`src/rtl/mcodec_pkg.sv`:
```
`timescale 1ns/1ps
// Package: shared address map and control-bit positions for the Manchester codec.
// Assumes an 8-bit control register; bit positions are fixed by the software view.
package mcodec_pkg;
    localparam int ADDR_W = 2;

    typedef enum logic [ADDR_W-1:0] {
        A_CTRL = 2'd0,
        A_LO   = 2'd1,
        A_HI   = 2'd2,
        A_NONE = 2'd3
    } addr_e;

    localparam int B_ENC  = 0;
    localparam int B_DEC  = 1;
    localparam int B_MODE = 2;
    localparam int B_ERR  = 6;
    localparam int B_RDY  = 7;
endpackage

```
`src/rtl/mcodec_enc.sv`:
```
`timescale 1ns/1ps
// Module: expands one nibble into its Manchester byte, a 0 becoming 10 and a 1 becoming 01.
// Assumes bit i of the nibble owns code bits [2i+1:2i], keeping MSB-first order.
module mcodec_enc #(
    parameter int NIB_W = 4
) (
    input  logic [NIB_W-1:0]   nib,
    output logic [2*NIB_W-1:0] code
);
    // One pair per data bit: upper half is the inverted bit, lower half the bit.
    for (genvar i = 0; i < NIB_W; i++) begin : g_pair
        assign code[2*i+1] = ~nib[i];
        assign code[2*i]   =  nib[i];
    end
endmodule

```
`src/rtl/mcodec_dec.sv`:
```
`timescale 1ns/1ps
// Module: folds a Manchester byte back into a nibble and flags illegal pairs.
// Assumes 10 -> 0, 01 -> 1; 00 and 11 are illegal and decode to 0.
module mcodec_dec #(
    parameter int NIB_W = 4
) (
    input  logic [2*NIB_W-1:0] code,
    output logic [NIB_W-1:0]   nib,
    output logic               bad
);
    logic [NIB_W-1:0] bad_v;

    // Per-pair decode and legality test.
    for (genvar i = 0; i < NIB_W; i++) begin : g_pair
        assign nib[i]   = (code[2*i+1 -: 2] == 2'b01);
        assign bad_v[i] = (code[2*i+1] == code[2*i]);
    end

    assign bad = |bad_v;
endmodule

```
`src/rtl/mcodec_regs.sv`:
```
`timescale 1ns/1ps
// Module: register-mapped Manchester codec. Control at address 0, data low at 1,
// data high at 2. A start bit is held for one busy cycle, during which the
// operation completes and bus writes are ignored.
// Assumes a single-master synchronous bus and BYTE_W >= 8 for the control bits.
module mcodec_regs
    import mcodec_pkg::*;
#(
    parameter int BYTE_W = 8
) (
    input  logic              clk,
    input  logic              rst_n,
    input  logic              bus_wr,
    input  logic [ADDR_W-1:0] bus_addr,
    input  logic [BYTE_W-1:0] bus_wdata,
    output logic [BYTE_W-1:0] bus_rdata
);
    localparam int NIB_W = BYTE_W / 2;

    logic              go_enc, go_dec, mode, err, rdy;
    logic [BYTE_W-1:0] data_lo, data_hi;
    logic [2*BYTE_W-1:0] enc_word;
    logic [2*BYTE_W-1:0] dec_in;
    logic [BYTE_W-1:0] dec_byte;
    logic [1:0]        dec_bad;
    logic              busy, run_enc, run_dec, wr_ok, ctrl_wr;

    assign busy    = go_enc | go_dec;
    assign run_enc = go_enc & ~mode;
    assign run_dec = go_dec & ~go_enc & ~mode;
    assign wr_ok   = bus_wr & ~busy;
    assign ctrl_wr = wr_ok && (bus_addr == A_CTRL);
    assign dec_in  = {data_hi, data_lo};

    // Two nibble lanes: lane 0 is the lower nibble / low register, lane 1 the upper.
    for (genvar h = 0; h < 2; h++) begin : g_lane
        mcodec_enc #(.NIB_W(NIB_W)) u_enc (
            .nib  (data_lo[h*NIB_W +: NIB_W]),
            .code (enc_word[h*BYTE_W +: BYTE_W])
        );
        mcodec_dec #(.NIB_W(NIB_W)) u_dec (
            .code (dec_in[h*BYTE_W +: BYTE_W]),
            .nib  (dec_byte[h*NIB_W +: NIB_W]),
            .bad  (dec_bad[h])
        );
    end

    // Control register: self-clearing starts, sticky ready and error flags.
    always_ff @(posedge clk) begin
        if (!rst_n) begin
            go_enc <= 1'b0;
            go_dec <= 1'b0;
            mode   <= 1'b0;
            err    <= 1'b0;
            rdy    <= 1'b0;
        end else if (busy) begin
            go_enc <= 1'b0;
            go_dec <= 1'b0;
            if (run_enc || run_dec) rdy <= 1'b1;
            if (run_dec && (|dec_bad)) err <= 1'b1;
        end else if (ctrl_wr) begin
            go_enc <= bus_wdata[B_ENC];
            go_dec <= bus_wdata[B_DEC];
            mode   <= bus_wdata[B_MODE];
            rdy    <= rdy & bus_wdata[B_RDY];
            err    <= err & bus_wdata[B_ERR];
        end
    end

    // Data registers: operation results take precedence over bus writes.
    always_ff @(posedge clk) begin
        if (!rst_n) begin
            data_lo <= '0;
            data_hi <= '0;
        end else if (run_enc) begin
            data_lo <= enc_word[BYTE_W-1:0];
            data_hi <= enc_word[2*BYTE_W-1:BYTE_W];
        end else if (run_dec) begin
            data_lo <= dec_byte;
        end else if (wr_ok) begin
            if (bus_addr == A_LO) data_lo <= bus_wdata;
            if (bus_addr == A_HI) data_hi <= bus_wdata;
        end
    end

    // Read mux.
    always_comb begin
        bus_rdata = '0;
        case (bus_addr)
            A_CTRL: begin
                bus_rdata[B_ENC]  = go_enc;
                bus_rdata[B_DEC]  = go_dec;
                bus_rdata[B_MODE] = mode;
                bus_rdata[B_ERR]  = err;
                bus_rdata[B_RDY]  = rdy;
            end
            A_LO:    bus_rdata = data_lo;
            A_HI:    bus_rdata = data_hi;
            default: bus_rdata = '0;
        endcase
    end

    // Start bits last exactly one cycle.
    p_start_clears_r5: assert property (@(posedge clk) disable iff (!rst_n)
        busy |=> !(go_enc || go_dec));

    // A launched operation with mode 0 raises ready.
    p_ready_on_done_r4: assert property (@(posedge clk) disable iff (!rst_n)
        (busy && !mode) |=> rdy);

    // Ready only falls through a control write with bit 7 low.
    p_ready_sticky_r6: assert property (@(posedge clk) disable iff (!rst_n)
        (rdy && !(bus_wr && bus_addr == A_CTRL && !bus_wdata[B_RDY])) |=> rdy);

    // Error only falls through a control write with bit 6 low.
    p_err_sticky_r8: assert property (@(posedge clk) disable iff (!rst_n)
        (err && !(bus_wr && bus_addr == A_CTRL && !bus_wdata[B_ERR])) |=> err);

    // Mode 1 blocks any change to data and ready.
    p_mode_hold_r9: assert property (@(posedge clk) disable iff (!rst_n)
        (busy && mode) |=> ($stable(data_lo) && $stable(data_hi) && $stable(rdy)));
endmodule

```
`config.mk`:
```
export PLATFORM = sky130hd
export DESIGN_NAME = mcodec_regs
export DESIGN_NICKNAME = d
export VERILOG_FILES = /design/src/rtl/mcodec_pkg.sv /design/src/rtl/mcodec_enc.sv /design/src/rtl/mcodec_dec.sv /design/src/rtl/mcodec_regs.sv
export SDC_FILE = /design/constraint.sdc
export NUM_CORES = 1
export LEC_CHECK = 0
export ABC_AREA = 1
export BUFFER_PORTS_ARGS = -buffer_cell sky130_fd_sc_hd__buf_2
export CAP_MARGIN = 0
export CORE_MARGIN = 1.5
export CORE_UTILIZATION = 61
export DETAILED_ROUTE_END_ITERATION = 12
export PLACE_DENSITY = 0.85
export SYNTH_ARGS = -nofsm -noshare
export SYNTH_HDL_FRONTEND = slang
export SYNTH_SLANG_ARGS = --single-unit
```
`constraint.sdc`:
```
create_clock -name clk -period 2.8 [get_ports clk]
set_clock_uncertainty 0.1 [all_clocks]
set_input_delay 0.56 -clock clk [delete_from_list [all_inputs] [get_ports clk]]
set_output_delay 0.56 -clock clk [all_outputs]
set_load 0.01 [all_outputs]
```
==> results.md, run 1 <==
- Status: completed
- Final hold viol count: 0
- Crit share post-route: 79.94%
- WL/cell: 13.33 µm
- Die Y: 53.54 µm
- EDFF count, synth: 0
- TritonCTS clock tree: done
- Die Footprint: 0.002866 mm²
- Endpoints failing setup: 0
- Max Slew Vio Count: 0
- Global Route Usage Sum: 29.17%
- Cts repair resizes: 0
- Syn Area/Cell: 6.281 µm²
- Drt drc: 0
- Crit Path Max Fanout: 10
- Antenna cells: 0
- Layout cells sized above 1: 13.79%
- DRT Pass-1 Iters: 4
- Detailed Route WL: 3879 µm
- Initial DRC Count: 53
- Number of synthesis warnings: 0
- Ys async rst share: 0%
- Synth-to-Final Area Change: 6.747%
- Reg2reg setup slack: 1.16 ns
- Slew headroom: 60.24%
- Cell Chain, Critical Path: buf_2 > inv_1 > ha_1 > nand2_1 > nand3_1 > nand2_1 > inv_1 > buf_2
- Clk sink count: 21
- Worst path slowest cell: ha_1
- R2R depth: 5
- Placed standard-cell area: 0.001635 mm²
- Share of the synthesized area in the top cell type: 26.99%
- H-tree levels: 1
- GPL Wtd Cong: 0.8890
- Cells after Synth: 248
- Crit end category: output pin
- Global-route wire length before repair: 6120 µm
- WHS Path Cells: 2
- Critical Path RT: 2.14 ns
- Cts bufs inserted: 3
- Die Wd: 53.54 µm
- Post-CTS Hold Buffers: 0
- Critical path arrival: 1.58 ns
- Least-Margin Pin Slew: 0.5943 ns
- Top post-synthesis cells by area: dfxtp_1, nand2_1, ha_1
- Setup TNS: 0 ns
- IO buf count: 20
- CTS clk-pin slew, worst paths: 0.13 ns
- Maximum operating frequency: 0.4468 GHz
- Initial antenna violation count: 0
- Most frequent cell after synthesis: nand2_1
- Root buffer cell: clkbuf_4
- MaxCap Viol Count: 0
- Vias in the first global route: 1358
- Setup Fix Bufs, Post-CTS: 0
- Fin area: 0.001663 mm²
- Largest net degree at the start of global routing: 34
- Worst-case clock buffer depth: 2
- Sum of net half-perimeters after detailed placement: 2855 µm
- Vias per inst: 5.625
- Util after Layout: 67.74%
- Leakage: 0.8523 nW
- Slowest stage delay, CP: 0.39 ns
- GR Overflow Total: 0
- Via count: 1637
- Post-synth top area cell: dfxtp_1
- Top FF cell, synth: dfxtp_1
- Sequential-to-total area share from yosys stat: 26.99%
- Synthesized area: 0.001558 mm²
- Crit path time final: 2.238 ns
- ANT nets after route: 0
- Placeable core area: 0.002455 mm²
- Pwr/cell area: 371.4 mW/mm²
- Crit Path Category: primary input to output pin
- Initial Utilization: 63.46%
- FF+latch count, synth: 21
- PnR worst setup slack: 0.5618 ns
- Core Rows: 18
- Syn Nets: 274
- Max VDD drop: 289.4 µV
- Synth cell count leaders: nand2_1, inv_1, a21oi_1, nand3_1, dfxtp_1
- CP Launch Type: primary input
- Place WS: 0.5702 ns
- Worst min-delay path class: flip-flop to flip-flop
- Worst skew pair latency: 0.32 ns
- Nets: 288
- Ports: 21
- Worst Hold Slack: 0.3805 ns
- RSZ-0062 raised after global routing: no
- Distinct cells, synth: 21
[final cells by class]
cell class | instances | area [µm²]
fillers | 252 | 792.0
multi-input cells | 172 | 912.1
well taps | 30 | 37.54
clock inverters | 1 | 5.005
inverters | 44 | 165.2
repair buffers | 20 | 100.1
flip-flops and latches | 21 | 420.4
clock buffers | 3 | 22.52
[worst max-delay path, delay by kind of cell]
| kind | cells | cell delay [ns] |
|---|---|---|
| adder cells (fa/ha/maj) | 1 | 0.39 |
| buffers and inverters | 4 | 0.34 |
| AND/OR/NAND/NOR | 3 | 0.27 |
[per-stage QoR]
step / std cells / power, mW
2_1_floorplan: 248 / 0.4256
3_3_place_gp: 287 / 0.4616
3_5_place_dp: 287 / 0.4647
4_1_cts: 291 / 0.6158
5_1_grt: 291 / 0.6488
6_report: 291 / 0.6176
[per-layer routing]
metal / share of wire, % / global-route usage (%) / wire length (µm)
met5: 0 / 0 / 0
met4: 2.4 / 11.54 / 93
met3: 4.9 / 2.500 / 191
met2: 47 / 47.94 / 1808
met1: 46 / 39.42 / 1785
[where the power goes]
part | switching, mW | total [mW] | internal, mW
registers | 0.0145 | 0.329 | 0.314
clock network | 0.104 | 0.157 | 0.0535
logic | 0.0831 | 0.132 | 0.0487
total | 0.201 | 0.618 | 0.416
[layout by cell type (no fill, tap or decap)]
| master | instances |
|---|---|
| inv_2 | 2 |
| nor2_2 | 1 |
| o21ai_1 | 7 |
| clkinv_2 | 1 |
| buf_2 | 20 |
| ha_1 | 13 |
| clkbuf_4 | 3 |
| dfxtp_1 | 21 |
| inv_1 | 41 |
| nand4_1 | 9 |
| nand2_2 | 3 |
| nand2_1 | 67 |
| nand3_1 | 26 |
| o21ai_0 | 2 |
| a21oi_1 | 26 |
| nand3_2 | 6 |
| o21bai_1 | 1 |
| nor3_1 | 2 |
| clkinv_1 | 1 |
| nor2_1 | 9 |
[logic make-up (layout without fill, tap and decap cells)]
| family | Yosys count | in the layout | share of synthesized area (%) |
|---|---|---|---|
| DFF | 21 | 21 | 26.99 |
| buffers and inverters | 55 | 68 | 14.46 |
| and+or+nand+nor | 123 | 123 | 36.39 |
| adders and majority gates | 13 | 13 | 10.44 |
| AOI/OAI and AO/OA | 36 | 36 | 11.73 |
[state kept, by name, summed over array words and instances (netlist names)]
name and flops:
go_enc 1, data_lo 8, rdy 1, data_hi 8
go_dec 1, err 1, mode 1
[worst paths after layout]
kind                             endpoint              start
setup reg to reg  data_hi[5]$_SDFFE_PN0P_  mode$_SDFFE_PN0P_
hold / removal           rdy$_SDFFE_PN0P_   rdy$_SDFFE_PN0P_
setup / recovery             bus_rdata[6]        bus_addr[1]
hold reg to reg          rdy$_SDFFE_PN0P_   rdy$_SDFFE_PN0P_
Power figures use the tool's default switching activity.
==> inputs of run 2 (changes only) <==
--- a/config.mk
+++ b/config.mk
@@ -9,9 +9,9 @@
 export BUFFER_PORTS_ARGS = -buffer_cell sky130_fd_sc_hd__buf_2
 export CAP_MARGIN = 0
 export CORE_MARGIN = 1.5
-export CORE_UTILIZATION = 61
+export CORE_UTILIZATION = 51
 export DETAILED_ROUTE_END_ITERATION = 12
-export PLACE_DENSITY = 0.85
+export PLACE_DENSITY = 0.76
 export SYNTH_ARGS = -nofsm -noshare
 export SYNTH_HDL_FRONTEND = slang
 export SYNTH_SLANG_ARGS = --single-unit
==> constraint.sdc (replaced) <==
create_clock -name clk -period 2 [get_ports clk]
set_clock_uncertainty 0.1 [all_clocks]
set_input_delay 0.4 -clock clk [delete_from_list [all_inputs] [get_ports clk]]
set_output_delay 0.4 -clock clk [all_outputs]
set_load 0.01 [all_outputs]
==> run 2 against run 1 <==
Sequential share of layout area fell by 0.34 points. Highest routed layer unchanged. Largest power group unchanged. Combinational power rose by 41%. Critical path depth did not move. First-iteration DRC count rose by 89%. Total power rose by 40%. Sequential power rose by 40%. The run now ends with design-rule violations left. Die area rose by 18%. Final cell count rose by 1.4%. Routed wire length fell by 2.6%.
==> results.md, run 2 (synthesis results as in run 1) <==
- Largest net degree at the start of global routing: 34 (unchanged)
- Cts repair resizes: 0 (unchanged)
- Maximum operating frequency: 0.5379 GHz
- Cts bufs inserted: 3 (unchanged)
- Clk sink count: 21 (unchanged)
- MaxCap Viol Count: 0 (unchanged)
- Setup Fix Bufs, Post-CTS: 0 (unchanged)
- Status: finished with violations (was completed)
- Via count: 1583 (was 1637)
- WL met3: 234 µm (was 191 µm)
- Setup TNS: 0 ns (unchanged)
- Detailed Route WL: 3780 µm (was 3879 µm)
- Critical Path RT: 1.50 ns (was 2.14 ns)
- Die Wd: 58.27 µm (was 53.54 µm)
- DRT Pass-1 Iters: 9 (was 4)
- RR Startpoint: mode$_SDFFE_PN0P_ (unchanged)
- Global-route wire length before repair: 6265 µm (was 6120 µm)
- Flop pwr share: 53.3% (was 53.2%)
- H-tree levels: 1 (unchanged)
- GPL Wtd Cong: 0.8515 (was 0.8890)
- Max VDD drop: 258.1 µV (was 289.4 µV)
- Least-Margin Pin Slew: 0.5848 ns (was 0.5943 ns)
- M1 WL: 1810 µm (was 1785 µm)
- Crit path time final: 1.859 ns
- WL/cell: 12.81 µm (was 13.33 µm)
- Initial DRC Count: 100 (was 53)
- Core Rows: 19 (was 18)
- Largest registers: data_hi (8), data_lo (8) (unchanged)
- Failing checks: design-rule violations
- Clock share of power: 25.1% (was 25.4%)
- Crit share post-route: 92.95%
- Slew headroom: 60.88% (was 60.24%)
- Util after Layout: 59.58% (was 67.74%)
- Combinational Power Share: 21.6% (was 21.3%)
- Initial Utilization: 55.06% (was 63.46%)
- Die Footprint: 0.003395 mm² (was 0.002866 mm²)
- Crit end category: output pin (unchanged)
- Initial antenna violation count: 0 (unchanged)
- Max Used Layer: met4 (unchanged)
- TritonCTS clock tree: done (unchanged)
- Met2 wire len: 1707 µm (was 1808 µm)
- Endpoints failing setup: 0 (unchanged)
- Worst path slowest cell: ha_1 (unchanged)
- Cell Chain, Critical Path: buf_2 > inv_1 > ha_1 > nand2_1 > nand3_1 > nand2_1 > inv_1 > buf_2 (unchanged)
- Global Route Usage Sum: 23.99% (was 29.17%)
- Int Pwr: 589.0 µW (was 416.4 µW)
- Most common cell after layout, fill and taps aside: nand2_1 (unchanged)
- Worst-case clock buffer depth: 2 (unchanged)
- Worst setup path startpoint: bus_addr[0] (was bus_addr[1])
- Worst min-delay path class: primary input to flip-flop (was flip-flop to flip-flop)
- Root buffer cell: clkbuf_4 (unchanged)
- Max Slew Vio Count: 0 (unchanged)
- Drt drc: 3 (was 0)
- Commonest non-fill, non-tap cells in the layout: nand2_1, inv_1, nand3_1, a21oi_1, dfxtp_1 (unchanged)
- CTS clk-pin slew, worst paths: 0.13 ns (about the same)
- Final hold viol count: 0 (unchanged)
- Vias per inst: 5.366 (was 5.625)
- Crit Path Category: primary input to output pin (unchanged)
- Vias in the first global route: 1415 (was 1358)
- Placeable core area: 0.002829 mm² (was 0.002455 mm²)
- Synth-to-Final Area Change: 8.193% (was 6.747%)
- Sw Pwr: 275.0 µW (was 201.1 µW)
- Hold path start: bus_wdata[0] (was rdy$_SDFFE_PN0P_)
- RSZ-0062 raised after global routing: no (unchanged)
- Sum of net half-perimeters after detailed placement: 2851 µm (was 2855 µm)
- Worst skew pair latency: 0.31 ns (was 0.32 ns)
- Post-CTS Hold Buffers: 0 (unchanged)
- ANT nets after route: 0 (unchanged)
- CP Launch Type: primary input (unchanged)
- Crit Path Max Fanout: 8 (was 10)
- Critical path arrival: 1.36 ns (was 1.58 ns)
- Leakage: 0.8642 nW (was 0.8523 nW)
- GR Overflow Total: 0 (unchanged)
- Pwr/cell area: 512.6 mW/mm² (was 371.4 mW/mm²)
- Die Y: 58.27 µm (was 53.54 µm)
- IO buf count: 20 (unchanged)
- Ports: 21 (unchanged)
- Nets: 291 (was 288)
- Antenna cells: 0 (unchanged)
- Switch share: 31.83% (was 32.57%)
- Layout cells sized above 1: 14.39% (was 13.79%)
- Slowest stage delay, CP: 0.35 ns (was 0.39 ns)
[run 2: layout make-up]
cell class | count | area [µm²]
inverters | 44 | 165.2
well taps | 31 | 38.79
repair buffers | 23 | 122.6
fillers | 300 | 1144
flip-flops and latches | 21 | 420.4
clock buffers | 4 | 26.28
multi-input cells | 172 | 912.1
[run 2: critical path: cells and delay by family]
family                     cells  cell delay [ns]
adders and majority gates      1             0.35
and+or+nand+nor                3             0.25
buffers and inverters          4             0.36
[run 2: worst paths after layout]
path                            cells after the start                      end  slack (ns)
worst max-delay path                                8             bus_rdata[6]        0.14
worst min-delay path                                3      go_enc$_SDFFE_PP0P_        0.24
worst max register to register                      5  data_hi[7]$_SDFFE_PN0P_        0.39
worst min register to register                      2         rdy$_SDFFE_PN0P_        0.38
[run 2: power groups by stage]
stage               Combinational, mW  Clock (mW)  Sequential, mW
floorplan                       0.134           0           0.462
global route                    0.214       0.231           0.463
global placement                0.182           0           0.470
detailed placement              0.184           0           0.470
CTS                             0.186       0.219           0.460
finish                          0.186       0.217           0.461
[run 2: per-layer routing]
metal	vias up	track usage, %
met5	-	0
met4	0	6.977
met3	4	2.902
met2	57	37.72
met1	698	34.39
li1	824	-
[run 2: metrics by stage]
step / power [mW] / cell area (µm²) / setup WS, ns / hold WS, ns / std cells
finish: 0.8640 / 1685 / 0.1410 / 0.2418 / 295
global route: 0.9083 / 1685 / 0.01246 / 0.2419 / 295
CTS: 0.8645 / 1685 / 0.1464 / 0.2344 / 295
detailed placement: 0.6543 / 1659 / 0.1505 / 0.3602 / 291
global placement: 0.6519 / 1659 / 0.1825 / 0.3573 / 291
floorplan: 0.5959 / 1558 / 0.3586 / 0.3395 / 248
